`src/rtl/bg_pkg.sv`:
```
package bg_pkg;
    typedef enum logic [0:0] {
        S_IDLE  = 1'b0,
        S_BURST = 1'b1
    } bg_state_e;

    typedef enum logic [1:0] {
        PAT_FIX0 = 2'b00,
        PAT_SEQ  = 2'b01,
        PAT_PRBS = 2'b10,
        PAT_FIX1 = 2'b11
    } bg_pat_e;
endpackage

```
`src/rtl/bg_lfsr.sv`:
```
module bg_lfsr #(
    parameter int          WIDTH = 16,
    parameter logic [WIDTH-1:0] TAPS = 16'hB400,
    parameter logic [WIDTH-1:0] SEED = 16'hACE1
) (
    input  logic             clk,
    input  logic             rst_n,
    input  logic             step,
    output logic [WIDTH-1:0] state
);
    logic feedback;

    assign feedback = ^(state & TAPS);

    always_ff @(posedge clk or negedge rst_n) begin
        if (!rst_n) begin
            state <= SEED;
        end else if (step) begin
            state <= {state[WIDTH-2:0], feedback};
        end
    end
endmodule

```
`src/rtl/bg_len_calc.sv`:
```
module bg_len_calc #(
    parameter int LEN_W = 16,
    localparam int OUT_W = LEN_W + 2
) (
    input  logic [LEN_W-1:0] len_reg,
    input  logic [LEN_W-1:0] len_mask,
    input  logic [LEN_W-1:0] rnd,
    input  logic             rand_len_en,
    input  logic             no_round,
    output logic [OUT_W-1:0] len_out
);
    logic [OUT_W-1:0] base_len;
    logic [OUT_W-1:0] min_len;
    logic [OUT_W-1:0] up_len;

    always_comb begin
        // masking first, then the floor of two, then rounding
        if (rand_len_en) begin
            base_len = {2'b00, rnd & ~len_mask};
        end else begin
            base_len = {2'b00, len_reg};
        end
        min_len = (base_len < OUT_W'(2)) ? OUT_W'(2) : base_len;
        up_len  = ((min_len + OUT_W'(2)) / OUT_W'(3)) * OUT_W'(3);
        len_out = no_round ? min_len : up_len;
    end
endmodule

```
`src/rtl/bg_burst_gen.sv`:
```
module bg_burst_gen
    import bg_pkg::*;
#(
    parameter int               LEN_W     = 16,
    parameter int               DATA_W    = 16,
    parameter logic [DATA_W-1:0] DATA_SEED = 16'hACE1,
    parameter logic [LEN_W-1:0]  LEN_SEED  = 16'h1D2B,
    parameter logic [DATA_W-1:0] DATA_TAPS = 16'hB400,
    parameter logic [LEN_W-1:0]  LEN_TAPS  = 16'hB400
) (
    input  logic              clk,
    input  logic              rst_n,
    input  logic              req,
    input  logic              rand_len_en,
    input  logic              no_round,
    input  logic              force_cont,
    input  logic [1:0]        pat_sel,
    input  logic [LEN_W-1:0]  len_reg,
    input  logic [LEN_W-1:0]  len_mask,
    input  logic [DATA_W-1:0] const_word,
    output logic              word_valid,
    output logic [DATA_W-1:0] word_data,
    output logic              word_last,
    output logic              word_cont
);
    localparam int CNT_W = LEN_W + 2;

    bg_state_e         state_q, state_d;
    logic [CNT_W-1:0]  remain_q;
    logic [CNT_W-1:0]  new_len;
    bg_pat_e           pat_q;
    logic              force_q;
    logic [DATA_W-1:0] const_q;
    logic [DATA_W-1:0] seq_q;
    logic [DATA_W-1:0] prbs_state;
    logic [LEN_W-1:0]  len_rnd;
    logic              accept;
    logic              final_word;
    logic              prbs_step;

    assign accept     = (state_q == S_IDLE) && req;
    assign final_word = (state_q == S_BURST) && (remain_q == CNT_W'(1));
    assign prbs_step  = (state_q == S_BURST) && (pat_q == PAT_PRBS);

    bg_lfsr #(.WIDTH(LEN_W), .TAPS(LEN_TAPS), .SEED(LEN_SEED)) u_len_lfsr (
        .clk   (clk),
        .rst_n (rst_n),
        .step  (accept),
        .state (len_rnd)
    );

    bg_lfsr #(.WIDTH(DATA_W), .TAPS(DATA_TAPS), .SEED(DATA_SEED)) u_data_lfsr (
        .clk   (clk),
        .rst_n (rst_n),
        .step  (prbs_step),
        .state (prbs_state)
    );

    bg_len_calc #(.LEN_W(LEN_W)) u_len_calc (
        .len_reg     (len_reg),
        .len_mask    (len_mask),
        .rnd         (len_rnd),
        .rand_len_en (rand_len_en),
        .no_round    (no_round),
        .len_out     (new_len)
    );

    // next state
    always_comb begin
        state_d = state_q;
        unique case (state_q)
            S_IDLE:  if (req) state_d = S_BURST;          // START
            S_BURST: if (final_word) state_d = S_IDLE;    // FINISH, else HOLD
            default: state_d = S_IDLE;
        endcase
    end

    // state register
    always_ff @(posedge clk or negedge rst_n) begin
        if (!rst_n) begin
            state_q <= S_IDLE;
        end else begin
            state_q <= state_d;
        end
    end

    // burst counter and sampled configuration
    always_ff @(posedge clk or negedge rst_n) begin
        if (!rst_n) begin
            remain_q <= '0;
            pat_q    <= PAT_FIX0;
            force_q  <= 1'b0;
            const_q  <= '0;
            seq_q    <= '0;
        end else if (accept) begin
            remain_q <= new_len;
            pat_q    <= bg_pat_e'(pat_sel);
            force_q  <= force_cont;
            const_q  <= const_word;
        end else if (state_q == S_BURST) begin
            remain_q <= remain_q - CNT_W'(1);
            if (pat_q == PAT_SEQ) begin
                seq_q <= seq_q + DATA_W'(1);
            end
        end
    end

    // outputs
    always_comb begin
        word_valid = 1'b0;
        word_last  = 1'b0;
        word_cont  = 1'b0;
        word_data  = '0;
        unique case (state_q)
            S_IDLE: begin
                word_valid = 1'b0;
            end
            S_BURST: begin
                word_valid = 1'b1;
                word_last  = final_word;
                word_cont  = force_q || !final_word;
                unique case (pat_q)
                    PAT_SEQ:  word_data = seq_q;
                    PAT_PRBS: word_data = prbs_state;
                    default:  word_data = const_q;
                endcase
            end
            default: word_valid = 1'b0;
        endcase
    end
endmodule

```
`config.mk`:
```
export PLATFORM = sky130hd
export DESIGN_NAME = bg_burst_gen
export DESIGN_NICKNAME = d
export VERILOG_FILES = /design/src/rtl/bg_pkg.sv /design/src/rtl/bg_lfsr.sv /design/src/rtl/bg_len_calc.sv /design/src/rtl/bg_burst_gen.sv
export SDC_FILE = /design/constraint.sdc
export NUM_CORES = 1
export LEC_CHECK = 0
export ABC_AREA = 1
export BUFFER_PORTS_ARGS = -buffer_cell sky130_fd_sc_hd__buf_2
export CAP_MARGIN = 20
export CORE_MARGIN = 8
export CORE_UTILIZATION = 45
export DETAILED_ROUTE_END_ITERATION = 8
export GPL_TIMING_DRIVEN = 0
export PLACE_DENSITY_LB_ADDON = 0.1
export SYNTH_ARGS = -nofsm -noshare
export SYNTH_HDL_FRONTEND = slang
export SYNTH_SLANG_ARGS = --single-unit
```
`constraint.sdc`:
```
create_clock -name clk -period 16.3 [get_ports clk]
set_input_delay 2.445 -clock clk [delete_from_list [all_inputs] [get_ports clk]]
set_output_delay 2.445 -clock clk [all_outputs]
set_load 0.03 [all_outputs]
```
; ---- Word-level counts from Yosys, hierarchy flattened
; Cells that the tools add are included.
[totals]
inputBits = 56
reg_bits = 86
out_inout_bits = 19
elab_cells = 43
[classes]
n_mux = 13
n_bitwise = 4
n_lt_le_gt_ge = 1
n_reduce_logical = 9
multipliers = 1
n_div = 1
n_addsub = 3
eq_ne = 3
[ops]
columns = operator, n
row1 = 2-to-1 mux 18 bit, 3
row2 = 2-to-1 mux 16 bit, 3
row3 = one-hot mux 16 bit (2 select lines), 1
row4 = XOR reduction 16 bit, 2
row5 = adder 18 x 2 -> 18 bit (second input constant), 1
row6 = divider 18 x 2 -> 18 bit (second input constant), 1
row7 = equality test 18 x 1 -> 1 bit (second input constant), 1
row8 = multiplier 18 x 2 -> 18 bit (second input constant), 1
row9 = subtractor 18 x 1 -> 18 bit (second input constant), 1
row10 = adder 16 x 1 -> 16 bit (second input constant), 1
row11 = bitwise AND 16 bit, 1
row12 = < comparator 16 x 2 -> 1 bit (second input constant), 1
row13 = inverter 16 bit, 1
row14 = 2-to-1 mux 1 bit, 4
row15 = one-hot mux 1 bit (2 select lines), 2
row16 = logical AND 1 bit, 3
row17 = AND reduction 3 bit, 1
row18 = equality test 2 x 1 -> 1 bit (second input constant), 1
row19 = equality test 2 bit (second input constant), 1
row20 = inverter 1 bit, 2
row21 = nonzero test 2 bit, 1
row22 = zero test 1 bit, 1
row23 = logical OR 1 bit, 1

; ---- Depth between registers and ports, before layout
; Gate-level depths: netlist of run 1.
[logic_depth]
word_depth = 10
mapped_depth = 131
mapped_depth_nobuf = 129

; ---- By module
; Synthesis of run 1 repeated with hierarchy kept, for this count alone.
[unflattened]
hier_cells = 1666
hier_area_um2 = 10976.8
[modules_own_cells]
columns = mod, area_each_um2, cells_per_inst, seq_area_each_um2, n_inst
row1 = bg_len_calc, 6307.3, 1066, 0.0, 1
row2 = bg_burst_gen, 3250.6, 448, 1351.3, 1
row3 = bg_lfsr, 709.4, 76, 410.4, 2

; ---- Worst setup path before layout of run 1
; Ideal clock, no wire load.
[synth_path]
path_type = input-to-reg
startpoint = input port rand_len_en
endpoint = register remain_q[17]
arrival_ns = 14.735
required_ns = 16.218
setup_time_ns = 0.082
path_stages = 110
slack_ns = 1.483
path_cell_list = buf_6 > buf_8 > nand2_2 > o21ai_4 > inv_1 > nand4_1 > nor2_1 > nand2_1 > nand2_1 > ha_1 > nor2_1 > inv_1 > nor2_1 > inv_2 > nor2_1 > nand3_2 > nand2_2 > nand3_4 > [74 not listed] > nor2_1 > inv_1 > a21oi_1 > nor2_1 > nor2_1 > nor2_1 > inv_1 > a21oi_1 > nor2_1 > nor2_1 > inv_1 > a21oi_1 > o21ai_0 > inv_1 > o21ai_0 > a21oi_1 > or2_2 > a31oi_1
[synth_via]
elab_chain_cells = 8
[synth_lines]
columns = item, line_no
row1 = start: declaration, bg_burst_gen.sv:14  ; input logic rand_len_en,
row2 = 2-to-1 mux 16 bit (*), bg_len_calc.sv:18  ; if (rand_len_en) begin
row3 = < comparator 16 x 2 -> 1 bit, bg_len_calc.sv:23  ; min_len = (base_len < OUT_W'(2)) ? OUT_W'(2) : base_len;
row4 = 2-to-1 mux 16 bit (*), bg_len_calc.sv:23
row5 = adder 18 x 2 -> 18 bit (*), bg_len_calc.sv:24  ; up_len = ((min_len + OUT_W'(2)) / OUT_W'(3)) * OUT_W'(3);
row6 = divider 18 x 2 -> 18 bit (*), bg_len_calc.sv:24
row7 = multiplier 18 x 2 -> 18 bit (*), bg_len_calc.sv:24
row8 = 2-to-1 mux 18 bit (*), bg_len_calc.sv:25  ; len_out = no_round ? min_len : up_len;
row9 = 2-to-1 mux 18 bit (*), bg_burst_gen.sv:95  ; end else if (accept) begin
row10 = end signal: assignment, bg_burst_gen.sv:96  ; remain_q <= new_len;
row11 = end signal: assignment, bg_burst_gen.sv:101  ; remain_q <= remain_q - CNT_W'(1);
row12 = end: declaration, bg_burst_gen.sv:29  ; logic [CNT_W-1:0] remain_q;
; Every way passes the cells marked *; elsewhere a longest branch is shown, timed or not.
; A chain may end at the register's enable or synchronous reset.

; ---- Worst setup path in the final report of run 1
[layout_path]
startpoint = input port rand_len_en
endpoint = register remain_q[15]
[layout_via]
elab_chain_cells = 8
[layout_lines]
columns = item, line_no
row1 = 2-to-1 mux 16 bit (*), bg_len_calc.sv:18
row2 = < comparator 16 x 2 -> 1 bit, bg_len_calc.sv:23
row3 = 2-to-1 mux 16 bit (*), bg_len_calc.sv:23
row4 = adder 18 x 2 -> 18 bit, bg_len_calc.sv:24
row5 = divider 18 x 2 -> 18 bit, bg_len_calc.sv:24
row6 = multiplier 18 x 2 -> 18 bit, bg_len_calc.sv:24
row7 = 2-to-1 mux 18 bit (*), bg_len_calc.sv:25
row8 = 2-to-1 mux 18 bit (*), bg_burst_gen.sv:95
; Marked as above.

==> metrics.log, run 1 <==
[metrics] Max stage delay on crit path: ~400 ps
[metrics] clk root buf: sky130_fd_sc_hd__clkbuf_16
[metrics] I/O Pins: 75
[metrics] startpoint class of the critical path: primary input
[metrics] number of instances on the worst hold path: 2
[metrics] number of enable-type register cells in the synthesized netlist: 0
[metrics] Final min period: 15570 ps
[metrics] count of placed standard cells including taps: between 1500 and 2000
[metrics] sum of routed wire length over all layers: around 32000 um
[metrics] total inserted antenna cells: 0
[metrics] final count of negative-setup-slack endpoints: 0
[metrics] Final TNS setup: 0 ps
[metrics] combined global-route utilization of all metal layers: 0.209
[metrics] global-route wire length before repair: ~49000 um
[metrics] number of distinct library cell variants in the gate-level netlist after synthesis: 64
[metrics] cell with the most instances after synthesis: sky130_fd_sc_hd__nand2_1
[metrics] warning count from the yosys run: 0
[metrics] antenna violations before repair: 0
[metrics] TritonCTS clock tree: yes
[metrics] Chip Height: approximately 170 um
[metrics] area of the core: 22700 um^2
[metrics] Cells after Synth: roughly 1600
[metrics] clock buffers created by TritonCTS: 9
[metrics] half-perimeter wire length of the detailed placement result: approximately 24000 um
[metrics] die width: around 170 um
[metrics] max_slew headroom: 0.425
[metrics] global route overflow: 0
[metrics] starting utilization of the core area: 0.460
[metrics] number of endpoints with negative hold slack in the final report: 0
[metrics] post-synthesis register bit count: 86
[metrics] beginning of the worst hold path: force_q$_DFFE_PN0P_
[metrics] cell accounting for the most synthesized area: sky130_fd_sc_hd__dfrtp_1
[metrics] Vias: 11187
[metrics] Top FF cell, synth: sky130_fd_sc_hd__dfrtp_1
[metrics] Routed wire per std cell: between 15 and 20 um
[metrics] startpoint of the worst register-to-register path: u_len_lfsr.state[3]$_DFFE_PN1P_
[metrics] Max Used Layer: met4
[metrics] async set or reset register ratio after synthesis: 1.00
[metrics] Max stage delay cell, worst path: sky130_fd_sc_hd__fa_2
[metrics] critical path required time: between 15000 and 20000 ps
[metrics] layout cell share with drive strength beyond 1: 0.330
[metrics] worst-margin pin slew: approximately 860 ps
[metrics] endpoint of the worst hold path: force_q$_DFFE_PN0P_
[metrics] Met2 Wirelength: 15000 um
[metrics] Clk pin slew, worst setup/hold paths: 70 ps
[metrics] proportion of synthesized chip area in sequential cells: 0.208
[metrics] number of vias per cell: 5.31
[metrics] Met3 Wirelength: about 1300 um
[metrics] number of maximum-capacitance violations: 0
[metrics] most used standard cells in the synthesized netlist: 465 x sky130_fd_sc_hd__nand2_1, 179 x sky130_fd_sc_hd__inv_1, 147 x sky130_fd_sc_hd__nand3_1
[metrics] 1st-iter DRT viols: about 740
[metrics] clock tree buffer depth: 2
[metrics] period utilisation layout: 0.955
[metrics] data arrival time of the critical path: between 15000 and 20000 ps
[metrics] maximum number of pins on one net before global-route repair: around 60
[metrics] area share of the largest cell type after synthesis: 0.168
[metrics] synthesis-to-layout area growth: 27.1%
[metrics] Port Buffer Count: 72
[metrics] Register-to-Register Path Depth: around 110
[metrics] fmax: 64.2 MHz
[metrics] worst clock skew: ~7.6 ps
[metrics] die area: around 28000 um^2
[metrics] CP dominant cell by count: sky130_fd_sc_hd__nor2_4
[metrics] Critical Path Sink Type: flop
[metrics] Hold/Removal Path Class: reg -> reg
[metrics] number of search-and-repair iterations in the first detailed-routing pass: 5
[metrics] net count reported at finish: around 1900
[metrics] Sink Count: 86
[metrics] final number of max-transition violations: 0
[metrics] H-tree Lvls: 3
[metrics] number of nets in the synthesized netlist: 1708
[metrics] Synth Area per Inst: 6.43 um^2
[metrics] GP Congestion: ~0.92
[metrics] worst flop-to-flop path endpoint: remain_q[15]$_DFFE_PN0P_
[metrics] Routed Antenna Nets: 0
[metrics] worst setup slack for register-to-register paths: around 2500 ps
[metrics] row count: 55
[metrics] crit-path max FO: 11
[metrics] Setup CP Type: in -> reg
[metrics] result of the run: finished clean
[metrics] routed metal-1 wire length: 15100 um
[metrics] via count of the first global-routing pass: between 10000 and 15000
[metrics] drc violations: 0
[metrics] final non-filler cell total: about 2100
[metrics] Mapped Area: between 10000 and 15000 um^2
[metrics] most area-consuming cells after synthesis: sky130_fd_sc_hd__dfrtp_1 17%, sky130_fd_sc_hd__nand2_1 17%, sky130_fd_sc_hd__nand3_1 7.0%
[metrics] insertion delay to the later sink of the worst-skew pair: roughly 340 ps
-- worst max-delay path by stage --
stage               cells after the start                       end  slack (ps)         from
floorplan                             110  remain_q[17]$_DFFE_PN0P_        1480  rand_len_en
global placement                      110  remain_q[17]$_DFFE_PN0P_       -1440  rand_len_en
detailed placement                    110  remain_q[17]$_DFFE_PN0P_       -1500  rand_len_en
CTS                                   119  remain_q[15]$_DFFE_PN0P_           1  rand_len_en
global route                          121  remain_q[15]$_DFFE_PN0P_        -280  rand_len_en
finish                                119  remain_q[15]$_DFFE_PN0P_         730  rand_len_en
-- layout by cell type (no fill, tap or decap), drive strengths merged, types with 26 or more instances in the layout --
master,n
nor2,188
xor2,36
nand3,184
o21ai,74
ha,26
nand4,49
dfrtp,70
clkbuf,33
nand2,572
inv,210
buf,187
a21oi,59
-- metrics by stage --
step	cell area, um^2	setup slack, ps	hold WS [ps]	utilization
2_1_floorplan	10400	1480	444	-
3_3_place_gp	11200	-1440	458	0.492
3_5_place_dp	11200	-1500	460	0.493
4_1_cts	11600	1.41	479	0.513
5_1_grt	13300	-285	496	0.585
6_report	13300	731	473	0.585
-- worst max-delay path: cells and delay by family --
kind | cells | cell delay, ps
AOI/OAI and AO/OA | 8 | 850
xor gates and xnor gates | 1 | 220
adders and majority gates | 4 | 870
buffers and inverters | 20 | 2020
and+or+nand+nor | 86 | 9380
-- final cells by class --
type | count | area (um^2)
clock inverter | 5 | 42.5
timing repair buffer | 178 | 1250
multi-input combinational | 1300 | 8160
clock buffer | 11 | 243
tap | 285 | 357
buffer | 31 | 238
fill | 2234 | 9430
sequential | 86 | 2170
inverter | 212 | 825
-- layer usage --
layer / vias up / GRT usage
li1: 5658 / -
met1: 5189 / 0.279
met2: 300 / 0.348
met3: 40 / 0.0271
met4: 0 / 0.0582
met5: - / 0
-- state kept, by name, indices dropped and copies added, names as in the netlist --
signal,flops
force_q,1
const_q,16
remain_q,18
seq_q,16
u_data_lfsr.state,16
u_len_lfsr.state,16
state_q,1
pat_q,2
-- what timing repair did --
action                                  CTS  global route
gates resized for setup                  26           197
pin swaps                                 8           122
endpoints found under the setup margin   10            13
cloned                                    0             7
hold buffers                              0             0
buffers inserted                          8            94
-- cell families (layout without fill, tap and decap cells) --
group,after synthesis,in the layout,share of synthesized area
and+or+nand+nor,1027,1031,0.495
buffers and inverters,243,437,0.0995
AOI/OAI and AO/OA,171,171,0.101
DFF,86,86,0.208
xor gates and xnor gates,56,56,0.0469
adders and majority gates,27,27,0.0330
muxes,15,15,0.0162
Power of run 1 is left out: the tool's default activity adds up to more than one toggle a clock period on the data nets, which glitch-free logic cannot reach.
==> inputs of run 2 (changes only) <==
==> constraint.sdc (replaced) <==
create_clock -name clk -period 13.8 [get_ports clk]
set_input_delay 2.07 -clock clk [delete_from_list [all_inputs] [get_ports clk]]
set_output_delay 2.07 -clock clk [all_outputs]
set_load 0.03 [all_outputs]
==> run 2 against run 1 <==
Effect of this change:
- the run now ends with setup timing left
- register-to-register slack worse by 2100 ps
- sequential share of layout area shrank 1.6 points
- clock-buffer cell count decreased by 1
- wire length rose by 6.7%
- via count increased by 5.1%
- global-route usage is 1.6 points higher
- critical path depth did not move
- critical endpoint is now remain_q[16]$_DFFE_PN0P_
==> metrics.log, run 2 (synthesis gave the netlist of run 1 again) <==
[metrics] Max stage delay on crit path: between 200 and 300 ps
[metrics] number of endpoints with negative hold slack in the final report: 0
[metrics] period utilisation layout: 1.08
[metrics] Hold/Removal Path Class: reg -> reg
[metrics] sum of routed wire length over all layers: around 34000 um
[metrics] Vias: ~12000
[metrics] final non-filler cell total: ~2200
[metrics] register area: ~2200 um^2
[metrics] via count of the first global-routing pass: ~11000
[metrics] CP dominant cell by count: sky130_fd_sc_hd__nor2_4
[metrics] Sink Count: 86
[metrics] synthesis-to-layout area growth: 41.0%
[metrics] final count of negative-setup-slack endpoints: 11
[metrics] global-route wire length before repair: 53800 um
[metrics] highest-count cells in the layout ignoring fill and taps: 391 x sky130_fd_sc_hd__nand2_1, 169 x sky130_fd_sc_hd__buf_4, 156 x sky130_fd_sc_hd__inv_1
[metrics] die area: approximately 28000 um^2
[metrics] GP Congestion: a little under 0.9
[metrics] multi-input gate area in the final layout: approximately 8700 um^2
[metrics] combined global-route utilization of all metal layers: 0.225
[metrics] number of search-and-repair iterations in the first detailed-routing pass: 5
[metrics] startpoint class of the critical path: primary input
[metrics] number of maximum-capacitance violations: 0
[metrics] worst-margin pin slew: 875 ps
[metrics] drc violations: 0
[metrics] clock tree buffer depth: 2
[metrics] number of filler instances in the final layout: between 1500 and 2000
[metrics] violated checks: setup timing
[metrics] number of hold buffers added after CTS: 0
[metrics] Final Core Density: 0.649
[metrics] die width: roughly 170 um
[metrics] clk root buf: sky130_fd_sc_hd__clkbuf_16
[metrics] fmax: approximately 67 MHz
[metrics] Critical Path Sink Type: flop
[metrics] worst clock skew: a little over 8 ps
[metrics] row count: 55
[metrics] Largest Register: remain_q
[metrics] Clk pin slew, worst setup/hold paths: ~70 ps
[metrics] insertion delay to the later sink of the worst-skew pair: 350 ps
[metrics] H-tree Lvls: 3
[metrics] count of placed standard cells including taps: 1983
[metrics] area of the core: roughly 23000 um^2
[metrics] pre-CTS setup slack: -2560 ps
[metrics] I/O Pins: 75
[metrics] Port Buffer Count: slightly above 70
[metrics] Routed Antenna Nets: 0
[metrics] half-perimeter wire length of the detailed placement result: roughly 24000 um
[metrics] total inserted antenna cells: 0
[metrics] starting utilization of the core area: 0.460
[metrics] Max stage delay cell, worst path: sky130_fd_sc_hd__nor2_4
[metrics] TritonCTS clock tree: yes
[metrics] Final min period: roughly 15000 ps
[metrics] number of vias per cell: around 5.4
[metrics] net count reported at finish: 1988
[metrics] layout cell share with drive strength beyond 1: 0.405
[metrics] critical path required time: between 10000 and 15000 ps
[metrics] global route overflow: 0
[metrics] most common library cell in the layout ignoring fill and taps: sky130_fd_sc_hd__nand2_1
[metrics] data arrival time of the critical path: 15120 ps
[metrics] number of flip-flops under the largest register name: 18
[metrics] setup slack after layout: -1120 ps
[metrics] antenna violations before repair: 1
[metrics] maximum number of pins on one net before global-route repair: 45
[metrics] setup repair after global routing missed its margin: true
[metrics] crit-path max FO: 7
[metrics] clock buffers created by TritonCTS: 9
[metrics] Chip Height: between 150 and 200 um
[metrics] final number of max-transition violations: 0
[metrics] Routed wire per std cell: 15.6 um
[metrics] result of the run: complete, but fails checks
[metrics] max_slew headroom: 0.412
[metrics] Setup CP Type: in -> reg
[metrics] 1st-iter DRT viols: just under 800
-- run 2: cell count changes in the layout (fill, tap and decap cells not counted), sizes merged --
cell / delta
nand2: -1
nor2: -1
inv: -2
clkinv: +1
bufinv: +2
nand3: +1
clkinvlp: +1
buf: +86
-- run 2: timing repair --
action / 4_1_cts / 5_1_grt
cloned: 4 / 5
resized for setup: 125 / 195
pin swaps: 116 / 148
setup endpoints to repair: 17 / 18
setup buffers: 102 / 94
-- run 2: final timing paths --
path,slack (ps),cells after the start,to,start
min in group asynchronous,1720,1,const_q[15]$_DFFE_PN0P_,rst_n
setup reg to reg,320,114,remain_q[16]$_DFFE_PN0P_,u_len_lfsr.state[8]$_DFFE_PN1P_
hold / removal,480,2,const_q[12]$_DFFE_PN0P_,const_q[12]$_DFFE_PN0P_
max in group asynchronous,11390,2,u_len_lfsr.state[10]$_DFFE_PN1P_,rst_n
hold reg to reg,480,2,const_q[12]$_DFFE_PN0P_,const_q[12]$_DFFE_PN0P_
setup / recovery,-1120,119,remain_q[16]$_DFFE_PN0P_,rand_len_en
-- run 2: metrics by stage --
step | area, um^2 | hold slack [ps] | TNS [ps]
finish | 14700 | 477 | -8030
global route | 14700 | 491 | -19290
CTS | 13200 | 478 | -5490
detailed placement | 11500 | 460 | -28500
global placement | 11500 | 462 | -27760
floorplan | 10700 | 444 | -223
-- run 2: worst max-delay path: cells and delay by family --
| kind | cells | cell delay (ps) |
|---|---|---|
| AND/OR/NAND/NOR | 82 | 8650 |
| AO/OA/AOI/OAI | 12 | 1630 |
| buffers and inverters | 22 | 2260 |
| XOR/XNOR | 1 | 140 |
| adder cells (fa/ha/maj) | 2 | 350 |
-- run 2: routing by layer --
metal / GRT usage / vias up / share of wire
li1: - / 5853 / -
met4: 0.0679 / 2 / 0.023
met2: 0.383 / 300 / 0.49
met5: 0 / - / 0.00029
met3: 0.0243 / 62 / 0.046
met1: 0.296 / 5543 / 0.44
-- run 2: cell type report --
class | count | share of cell area
plain buffers | 31 | 0.0170
well taps | 285 | 0.0242
clock inverters | 6 | 0.00679
flip-flops and latches | 86 | 0.147
clock buffers | 10 | 0.0162
repair buffers | 265 | 0.137
repair inverters | 1 | 0.000595
multi-input cells | 1299 | 0.592
inverters | 212 | 0.0586
Power of run 2 is left out for the same reason.
